--- src/rtl/wtr_pkg.sv ---
package wtr_pkg;

    localparam int AP_BIT     = 10;
    localparam int PAIR_BEATS = 2;

    typedef enum logic [2:0] {
        CMD_NOP   = 3'b111,
        CMD_WRITE = 3'b100,
        CMD_READ  = 3'b101
    } cmd_e;

    typedef enum logic [2:0] {
        ST_IDLE,
        ST_WRCMD,
        ST_DATA,
        ST_TAIL,
        ST_WTR,
        ST_RDCMD
    } state_e;

    // Column low bits of beat k for a burst starting at s.
    function automatic logic [2:0] burst_elem(
        input logic [2:0] s,
        input logic [2:0] k,
        input logic       bl8,
        input logic       ilv
    );
        logic [2:0] r;
        if (ilv) begin
            r = s ^ k;
        end else if (bl8) begin
            r = s + k;
        end else begin
            r = {s[2], s[1:0] + k[1:0]};
        end
        return r;
    endfunction

endpackage

--- src/rtl/wtr_ctrl.sv ---
module wtr_ctrl
    import wtr_pkg::*;
#(
    parameter int TWTR = 2
) (
    input  logic   clk,
    input  logic   rst_n,
    input  logic   wr_req,
    input  logic   rd_req,
    input  logic   bl8_q,
    output state_e state,
    output logic   wr_take,
    output logic   rd_take
);

    localparam int CNT_W = (TWTR > 1) ? $clog2(TWTR) : 1;

    state_e           nxt;
    logic [CNT_W-1:0] cnt;
    logic             rd_pend;
    logic             wait_done;

    assign wr_take   = (state == ST_IDLE) && wr_req;
    assign rd_take   = rd_req && (state != ST_IDLE) && (state != ST_RDCMD);
    assign wait_done = (cnt == '0) && (rd_pend || rd_take);

    always_comb begin
        nxt = state;
        unique case (state)
            ST_IDLE:  if (wr_take) nxt = ST_WRCMD;
            ST_WRCMD: nxt = ST_DATA;
            ST_DATA:  nxt = bl8_q ? ST_WTR : ST_TAIL;
            ST_TAIL:  nxt = ST_WTR;
            ST_WTR:   if (wait_done) nxt = ST_RDCMD;
            ST_RDCMD: nxt = ST_IDLE;
            default:  nxt = ST_IDLE;
        endcase
    end

    always_ff @(posedge clk) begin
        if (!rst_n) begin
            state <= ST_IDLE;
        end else begin
            state <= nxt;
        end
    end

    always_ff @(posedge clk) begin
        if (!rst_n) begin
            cnt <= '0;
        end else if ((nxt == ST_WTR) && (state != ST_WTR)) begin
            cnt <= CNT_W'(TWTR - 1);
        end else if ((state == ST_WTR) && (cnt != '0)) begin
            cnt <= cnt - 1'b1;
        end
    end

    always_ff @(posedge clk) begin
        if (!rst_n) begin
            rd_pend <= 1'b0;
        end else if (state == ST_RDCMD) begin
            rd_pend <= 1'b0;
        end else if (rd_take) begin
            rd_pend <= 1'b1;
        end
    end

    AST_BL8_SKIPS_TAIL: assert property (@(posedge clk) disable iff (!rst_n)
        (state == ST_DATA && bl8_q) |=> (state == ST_WTR));
    AST_BL4_HAS_TAIL: assert property (@(posedge clk) disable iff (!rst_n)
        (state == ST_DATA && !bl8_q) |=> (state == ST_TAIL));
    AST_IDLE_IGNORES_READ: assert property (@(posedge clk) disable iff (!rst_n)
        (state == ST_IDLE && !wr_req) |=> (state == ST_IDLE));

endmodule

--- src/rtl/wtr_beat_sel.sv ---
module wtr_beat_sel
    import wtr_pkg::*;
#(
    parameter int DW    = 8,
    parameter int LANES = 1
) (
    input  logic [8*DW-1:0]                     data_q,
    input  logic [8*LANES-1:0]                  mask_q,
    input  logic [2:0]                          start,
    input  logic                                bl8,
    input  logic                                ilv,
    output logic [PAIR_BEATS-1:0][DW-1:0]       d_beat,
    output logic [PAIR_BEATS-1:0][LANES-1:0]    m_beat
);

    for (genvar k = 0; k < PAIR_BEATS; k++) begin : g_beat
        logic [2:0] idx;
        assign idx       = burst_elem(start, 3'(k), bl8, ilv);
        assign d_beat[k] = data_q[int'(idx)*DW +: DW];
        assign m_beat[k] = mask_q[int'(idx)*LANES +: LANES];
    end

endmodule

--- src/rtl/wtr_io.sv ---
module wtr_io
    import wtr_pkg::*;
#(
    parameter int DW     = 8,
    parameter int LANES  = 1,
    parameter int BA_W   = 2,
    parameter int COL_W  = 10,
    parameter int ADDR_W = 13
) (
    input  logic                                clk,
    input  logic                                rst_n,
    input  state_e                              state,
    input  logic [BA_W-1:0]                     bank_q,
    input  logic [COL_W-1:0]                    wcol_q,
    input  logic [COL_W-1:0]                    rcol_q,
    input  logic [PAIR_BEATS-1:0][DW-1:0]       d_beat,
    input  logic [PAIR_BEATS-1:0][LANES-1:0]    m_beat,
    output logic [2:0]                          cmd,
    output logic [BA_W-1:0]                     ba,
    output logic [ADDR_W-1:0]                   addr,
    output logic                                dq_oe,
    output logic [DW-1:0]                       dq_rise,
    output logic [DW-1:0]                       dq_fall,
    output logic [LANES-1:0]                    dm_rise,
    output logic [LANES-1:0]                    dm_fall,
    output logic                                dqs_oe,
    output logic                                dqs_tgl
);

    cmd_e cmd_v;

    function automatic logic [ADDR_W-1:0] col_addr(input logic [COL_W-1:0] c);
        logic [ADDR_W-1:0] a;
        a             = '0;
        a[COL_W-1:0]  = c;
        a[AP_BIT]     = 1'b0;
        return a;
    endfunction

    always_comb begin
        cmd_v   = CMD_NOP;
        ba      = '0;
        addr    = '0;
        dq_oe   = 1'b0;
        dq_rise = '0;
        dq_fall = '0;
        dm_rise = '0;
        dm_fall = '0;
        dqs_oe  = 1'b0;
        dqs_tgl = 1'b0;
        unique case (state)
            ST_IDLE: ;
            ST_WRCMD: begin
                cmd_v  = CMD_WRITE;
                ba     = bank_q;
                addr   = col_addr(wcol_q);
                dqs_oe = 1'b1;
            end
            ST_DATA: begin
                dq_oe   = 1'b1;
                dqs_oe  = 1'b1;
                dqs_tgl = 1'b1;
                dq_rise = d_beat[0];
                dq_fall = d_beat[1];
                dm_rise = m_beat[0];
                dm_fall = m_beat[1];
            end
            ST_TAIL: begin
                dq_oe   = 1'b1;
                dqs_oe  = 1'b1;
                dqs_tgl = 1'b1;
                dm_rise = '1;
                dm_fall = '1;
            end
            ST_WTR: ;
            ST_RDCMD: begin
                cmd_v = CMD_READ;
                ba    = bank_q;
                addr  = col_addr(rcol_q);
            end
            default: ;
        endcase
    end

    assign cmd = cmd_v;

    AST_AP_LOW: assert property (@(posedge clk) disable iff (!rst_n)
        (cmd_v != CMD_NOP) |-> !addr[AP_BIT]);
    AST_DATA_AFTER_WRITE: assert property (@(posedge clk) disable iff (!rst_n)
        (cmd_v == CMD_WRITE) |=> (dqs_tgl && dq_oe));
    AST_TAIL_MASKED: assert property (@(posedge clk) disable iff (!rst_n)
        (dqs_tgl && $past(dqs_tgl)) |-> ((&dm_rise) && (&dm_fall)));
    AST_READ_ONCE: assert property (@(posedge clk) disable iff (!rst_n)
        (cmd_v == CMD_READ) |=> (cmd_v == CMD_NOP));

endmodule

--- src/rtl/wtr_sched.sv ---
module wtr_sched
    import wtr_pkg::*;
#(
    parameter int DW     = 8,
    parameter int LANES  = 1,
    parameter int BA_W   = 2,
    parameter int COL_W  = 10,
    parameter int ADDR_W = 13,
    parameter int TWTR   = 2
) (
    input  logic                  clk,
    input  logic                  rst_n,
    input  logic                  cfg_bl8,
    input  logic                  cfg_ilv,
    input  logic                  wr_req,
    input  logic [BA_W-1:0]       wr_bank,
    input  logic [COL_W-1:0]      wr_col,
    input  logic [8*DW-1:0]       wr_data,
    input  logic [8*LANES-1:0]    wr_mask,
    input  logic                  rd_req,
    input  logic [COL_W-1:0]      rd_col,
    output logic                  ready,
    output logic [2:0]            cmd,
    output logic [BA_W-1:0]       ba,
    output logic [ADDR_W-1:0]     addr,
    output logic                  dq_oe,
    output logic [DW-1:0]         dq_rise,
    output logic [DW-1:0]         dq_fall,
    output logic [LANES-1:0]      dm_rise,
    output logic [LANES-1:0]      dm_fall,
    output logic                  dqs_oe,
    output logic                  dqs_tgl
);

    localparam int GAP_W = $clog2(TWTR + 2) + 1;

    state_e                            state;
    logic                              wr_take;
    logic                              rd_take;
    logic [BA_W-1:0]                   bank_q;
    logic [COL_W-1:0]                  wcol_q;
    logic [COL_W-1:0]                  rcol_q;
    logic [8*DW-1:0]                   data_q;
    logic [8*LANES-1:0]                mask_q;
    logic                              bl8_q;
    logic                              ilv_q;
    logic [PAIR_BEATS-1:0][DW-1:0]     d_beat;
    logic [PAIR_BEATS-1:0][LANES-1:0]  m_beat;

    always_ff @(posedge clk) begin
        if (!rst_n) begin
            bank_q <= '0;
            wcol_q <= '0;
            data_q <= '0;
            mask_q <= '0;
            bl8_q  <= 1'b0;
            ilv_q  <= 1'b0;
        end else if (wr_take) begin
            bank_q <= wr_bank;
            wcol_q <= wr_col;
            data_q <= wr_data;
            mask_q <= wr_mask;
            bl8_q  <= cfg_bl8;
            ilv_q  <= cfg_ilv;
        end
    end

    always_ff @(posedge clk) begin
        if (!rst_n) begin
            rcol_q <= '0;
        end else if (rd_take) begin
            rcol_q <= rd_col;
        end
    end

    assign ready = (state == ST_IDLE);

    wtr_ctrl #(.TWTR(TWTR)) u_ctrl (
        .clk     (clk),
        .rst_n   (rst_n),
        .wr_req  (wr_req),
        .rd_req  (rd_req),
        .bl8_q   (bl8_q),
        .state   (state),
        .wr_take (wr_take),
        .rd_take (rd_take)
    );

    wtr_beat_sel #(.DW(DW), .LANES(LANES)) u_beat (
        .data_q (data_q),
        .mask_q (mask_q),
        .start  (wcol_q[2:0]),
        .bl8    (bl8_q),
        .ilv    (ilv_q),
        .d_beat (d_beat),
        .m_beat (m_beat)
    );

    wtr_io #(
        .DW(DW), .LANES(LANES), .BA_W(BA_W), .COL_W(COL_W), .ADDR_W(ADDR_W)
    ) u_io (
        .clk     (clk),
        .rst_n   (rst_n),
        .state   (state),
        .bank_q  (bank_q),
        .wcol_q  (wcol_q),
        .rcol_q  (rcol_q),
        .d_beat  (d_beat),
        .m_beat  (m_beat),
        .cmd     (cmd),
        .ba      (ba),
        .addr    (addr),
        .dq_oe   (dq_oe),
        .dq_rise (dq_rise),
        .dq_fall (dq_fall),
        .dm_rise (dm_rise),
        .dm_fall (dm_fall),
        .dqs_oe  (dqs_oe),
        .dqs_tgl (dqs_tgl)
    );

    // Clocks since the last strobed clock, saturating; guards the READ gap.
    logic [GAP_W-1:0] gap;
    always_ff @(posedge clk) begin
        if (!rst_n) begin
            gap <= '0;
        end else if (dqs_tgl) begin
            gap <= '0;
        end else if (gap != '1) begin
            gap <= gap + 1'b1;
        end
    end

    AST_WTR_GAP: assert property (@(posedge clk) disable iff (!rst_n)
        (cmd == 3'b101) |-> (gap >= GAP_W'(TWTR)));
    AST_NO_STROBE_AT_READ: assert property (@(posedge clk) disable iff (!rst_n)
        (cmd == 3'b101) |-> (!dqs_oe && !dq_oe));

endmodule

--- config.mk ---
export PLATFORM = sky130hd
export DESIGN_NAME = wtr_sched
export DESIGN_NICKNAME = d
export VERILOG_FILES = /design/src/rtl/wtr_pkg.sv /design/src/rtl/wtr_ctrl.sv /design/src/rtl/wtr_beat_sel.sv /design/src/rtl/wtr_io.sv /design/src/rtl/wtr_sched.sv
export SDC_FILE = /design/constraint.sdc
export NUM_CORES = 1
export LEC_CHECK = 0
export BUFFER_PORTS_ARGS = -buffer_cell sky130_fd_sc_hd__buf_4
export CORE_MARGIN = 2
export CORE_UTILIZATION = 50
export DETAILED_ROUTE_END_ITERATION = 8
export PLACE_DENSITY = 0.75
export SYNTH_ARGS = -nofsm -noshare
export SYNTH_HDL_FRONTEND = slang
export SYNTH_HIERARCHICAL = 1
export SYNTH_SLANG_ARGS = --single-unit
--- constraint.sdc ---
create_clock -name clk -period 7.1 [get_ports clk]
set_clock_uncertainty 0.2 [all_clocks]
set_input_delay 1.065 -clock clk [delete_from_list [all_inputs] [get_ports clk]]
set_output_delay 1.065 -clock clk [all_outputs]
set_load 0.005 [all_outputs]
After elaboration in Yosys (flattened, before gate mapping)
Index checks and enable logic that the tools add are counted.

storage, ports and cells
  word-level logic and storage cells = 59
  input bits = 100
  register bits = 101

cells by class
  bitwise logic cells = 3
  mux-type cells = 17
  shift operators = 4
  equality and inequality tests = 8
  reduce and logical (&&, ||, !) cells = 14
  add/subtract/negate cells = 3

operators by type and width
  operator                                              number
  variable part select 64 x 7 -> 8 bit                  2
  case mux 10 bit (2 select lines)                      1
  two-way mux 8 bit                                     2
  variable part select 8 x 4 -> 1 bit                   2
  two-way mux 3 bit                                     5
  case mux 3 bit (5 select lines)                       1
  equality test 3 bit (second input constant)           3
  equality test 3 x 2 -> 1 bit (second input constant)  2
  logical AND 1 bit                                     6
  inequality test 3 bit (second input constant)         2
  OR reduction 2 bit                                    3
  two-way mux 1 bit                                     4
  case mux 1 bit (2 select lines)                       2
  case mux 2 bit (2 select lines)                       1
  adder 3 x 1 -> 3 bit (second input constant)          1
  equality test 3 x 1 -> 1 bit (second input constant)  1
  logical NOT 3 bit                                     1
  NOT 1 bit                                             3
  nonzero test 3 bit                                    1
  OR reduction 3 bit                                    1
  adder 2 x 1 -> 2 bit (second input constant)          1
  two-way mux 2 bit                                     1
  nonzero test 2 bit                                    1
  logical OR 1 bit                                      1
  subtractor 1 bit (second input constant)              1

Depth between registers and ports, before layout
  depth in word-level cells = 10
  gate-level depth with buffers = 9
  gate-level depth less buffers = 7

Cells and area by module
The synthesis kept the hierarchy.

by module, submodules not included
  module        area an instance (um^2)  instances  cells an instance
  wtr_sched     3,664.8                  1          310
  wtr_beat_sel  1,475.2                  1          149
  wtr_io        396.6                    1          62
  wtr_ctrl      259.0                    1          29

Worst setup path before layout
Ideal clock, no wire load.

  path type = register to output
  start point = register wcol_q[1]
  end point = output dq_fall[0]
  buffers on the path = 1
  slack = 3.975 ns
  data arrival time = 1.860 ns
  cell stages (with the launch flop) = 7
  cells stage by stage = dfxtp_1 -> ha_1 -> or2_2 -> clkbuf_1 -> o22ai_1 -> a2111oi_2 -> and2_1

RTL lines
  item                    RTL line         text
  start, declared         wtr_sched.sv:41  logic [COL_W-1:0] wcol_q;
  start signal, assigned  wtr_sched.sv:60  wcol_q <= wr_col;
  end, declared           wtr_sched.sv:28  output logic [DW-1:0] dq_fall,

==> metrics.md <==
| Metric | Value |
|---|---|
| CTS sink cnt | 101 |
| Drt first pass iters | 5 |
| H-tree depth | 3 |
| Antenna violations before repair | 0 |
| Syn. warnings | 6 |
| Ports | 140 |
| Synthesized cell area | 0.00580 mm2 |
| Routed vias/inst | 5.48 |
| Core Rows | 39 |
| Worst Path Arrival | 3450 ps |
| Req. time, crit path | 5830 ps |
| Crit Path Class | reg2out |
| Measured slew at the worst slew-check pin | 1260 ps |
| Die Span X | 112 um |
| Port bufs | 135 |
| Largest net degree at the start of global routing | 102 |
| Reg2Reg Setup Slack | 4300 ps |
| Final hold vios | 0 |
| Clk Latency, worst-skew pair | 340 ps |
| Maximum clock path buffer count | 2 |
| Setup TNS | 0 ps |
| Placed insts | 784 |
| TritonCTS clock tree | built |
| Clk slew on worst S/H paths | 70 ps |
| Final net count | 753 |
| Total Power | 1.57 mW |
| Max Fanout on Critical Path | 20 |
| Post-synth cell types | 44 |
| Dpl cell area | 0.00667 mm2 |
| Worst setup EP type | output port |
| Syn Inst Count | 550 |
| Total inserted antenna cells | 0 |
| Tot GR Track Use | 0.216 |
| Max-slew violation count | 0 |
| Final setup viols | 0 |
| Fill count | 940 |
| Post-route cell area | 0.00695 mm2 |
| Starting Density | 0.510 |
| Async S/R FF share, synth | 0 |
| Non-filler cells, final | 800 |
| RSZ-0062 raised after global routing | no |
| Crit path max-delay cell type | a21boi_1 |
| Hold endpoint | u_ctrl/state[0]$_SDFF_PN0_ |
| Area growth syn-to-layout | 19.9% |
| Synth Flop Type | dfxtp_1 |
| Max Cap Viol | 0 |
| Drt initial violations | 219 |
| Hold wc startpoint | u_ctrl/cnt$_SDFFE_PN0P_ |
| Yosys reg bits | 101 |
| Register area share after synthesis | 0.349 |
| Root Buffer | clkbuf_16 |
| Cells on worst reg2reg path | 6 |
| Wirelength, routed | 13800 um |
| Fin crit share | 0.664 |
| CTS Buf Count | 9 |
| Post_cts resized | 0 |
| First-pass GRT wire length | 21600 um |
| Residual DRC count | 0 |
| Post-route ant nets | 0 |
| Placer congestion estimate | 0.884 |
| R2R Path End | data_q[36]$_SDFFE_PN0P_ |
| Worst r2r src | u_ctrl/state[2]$_SDFF_PN0_ |
| Post-synth EDFFs | 0 |
| Synthesized area per cell | 10.5 um2 |
| Fmax | 0.212 GHz |
| Layout cells sized above 1 | 0.317 |
| Hold WC Path Type | reg2reg |
| DP HPWL | 9860 um |
| Cell Chain, Critical Path | a21boi_1 -> nor2_1 -> o22ai_1 -> a211oi_1 -> and2_1 -> buf_4 |
| DIE AREA | 0.0125 mm2 |
| Routed len/inst | 17.3 um |
| Grt ovf | 0 |
| Worst hold path depth | 1 |
| Crit path launch type | flip-flop |
| Pleak | 2.79 nW |
| Power per cell area | 226 mW/mm2 |
| Vias in the first global route | 4159 |
| Vias after detailed routing | 4387 |
| Status | finished, final reports clean |
| Post-CTS setup-driven buffer insertion count | 0 |
| Die height | 112 um |
| Core area | 0.0114 mm2 |
| Slew margin rel. | 0.158 |
| Hold_buf cts | 0 |
| Post-layout minimum cycle time | 4710 ps |
| Worst vdd ir | 0.000179 V |
| Crit path largest cell delay | 1070 ps |
## layout make-up
| cell class | count | area, um2 | area share |
|---|---|---|---|
| sequential | 101 | 2020 | 0.291 |
| timing repair buffer | 139 | 1040 | 0.150 |
| clock buffer | 11 | 243 | 0.0349 |
| multi-input combinational | 398 | 3410 | 0.491 |
| tap | 143 | 179 | 0.0257 |
| inverter | 3 | 11.3 | 0.00162 |
| clock inverter | 5 | 36.3 | 0.00522 |
## worst max-delay path by stage
stage,startpoint,to
3_3_place_gp,wcol_q[2]$_SDFFE_PN0P_,dq_fall[6]
3_5_place_dp,wcol_q[2]$_SDFFE_PN0P_,dq_fall[6]
4_1_cts,wcol_q[2]$_SDFFE_PN0P_,dq_fall[6]
5_1_grt,wcol_q[2]$_SDFFE_PN0P_,dq_fall[5]
2_1_floorplan,wcol_q[1]$_SDFFE_PN0P_,dq_fall[0]
6_report,wcol_q[2]$_SDFFE_PN0P_,dq_fall[6]
## per-layer routing
layer	vias to the layer above	GRT usage	wire, um
met3	17	0.0403	708
li1	2161	-	-
met4	0	0.0724	197
met5	-	0	0
met1	2078	0.306	6650
met2	131	0.333	6240
## layout by cell type (no fill, tap or decap), types with 3 or more instances in the layout
cell / n
a211oi_1: 8
nor2b_1: 100
inv_1: 3
conb_1: 4
mux2_2: 27
a311o_1: 9
nor2_1: 23
dfxtp_1: 100
nand2b_1: 3
clkinv_4: 3
nand2_1: 10
mux4_2: 18
o221ai_1: 8
nor4_1: 18
and2_1: 17
buf_4: 139
clkbuf_16: 9
mux2i_1: 125
## registers in the layout, indices dropped and copies added, names as in the netlist
name,count
u_ctrl/rd_pend,1
rcol_q,10
wcol_q,10
data_q,64
u_ctrl/cnt,1
u_ctrl/state,3
bl8_q,1
mask_q,8
ilv_q,1
bank_q,2
## power breakdown
part / switching [mW] / leakage (nW) / internal [mW]
clock network: 0.213 / 0.139 / 0.248
logic: 0.202 / 1.82 / 0.237
registers: 0.0479 / 0.829 / 0.622
total: 0.463 / 2.79 / 1.11
## cells by family (layout without fill, tap and decap cells)
kind of cell,after synthesis,in the layout,synth area share
DFF,101,101,0.349
and+or+nand+nor,186,186,0.191
AOI/OAI and AO/OA,37,37,0.0546
muxes,170,170,0.338
adders and majority gates,1,1,0.00216
buffers and inverters,53,158,0.0639
other,2,4,0.00130
## Yosys cell counts, types with 2 or more instances
master / number / share of area
buf_12: 4 / 0.014
buf_4: 16 / 0.021
nor2b_1: 100 / 0.11
mux4_2: 18 / 0.070
nor4_1: 18 / 0.019
buf_6: 3 / 0.0058
or2_2: 2 / 0.0022
a311o_1: 9 / 0.016
nor3b_1: 2 / 0.0026
and3b_1: 2 / 0.0030
a211oi_1: 8 / 0.010
o221ai_1: 8 / 0.012
o21a_1: 2 / 0.0026
buf_1: 6 / 0.0039
nand2b_1: 3 / 0.0032
buf_2: 9 / 0.0078
mux2_2: 27 / 0.052
clkbuf_1: 10 / 0.0065
and2_1: 18 / 0.019
inv_1: 3 / 0.0019
dfxtp_1: 101 / 0.35
a21oi_1: 2 / 0.0017
nor2_1: 23 / 0.015
conb_1: 2 / 0.0013
mux2i_1: 125 / 0.22
nand2_1: 10 / 0.0065
o22ai_1: 2 / 0.0022
## worst max-delay path, delay by kind of cell (launching register included)
| kind | cells | cell delay, ps |
|---|---|---|
| buffers and inverters | 1 | 130 |
| and+or+nand+nor | 2 | 310 |
| AOI/OAI and AO/OA | 3 | 1980 |
| DFF | 1 | 690 |
## through the flow
step	hold slack (ps)	utilization	setup WS, ps
floorplan	256	-	3980
detailed placement	272	0.587	2730
finish	294	0.611	2390
global route	307	0.611	2070
global placement	277	0.587	2820
CTS	292	0.611	2330
Power figures use the tool's default switching activity.
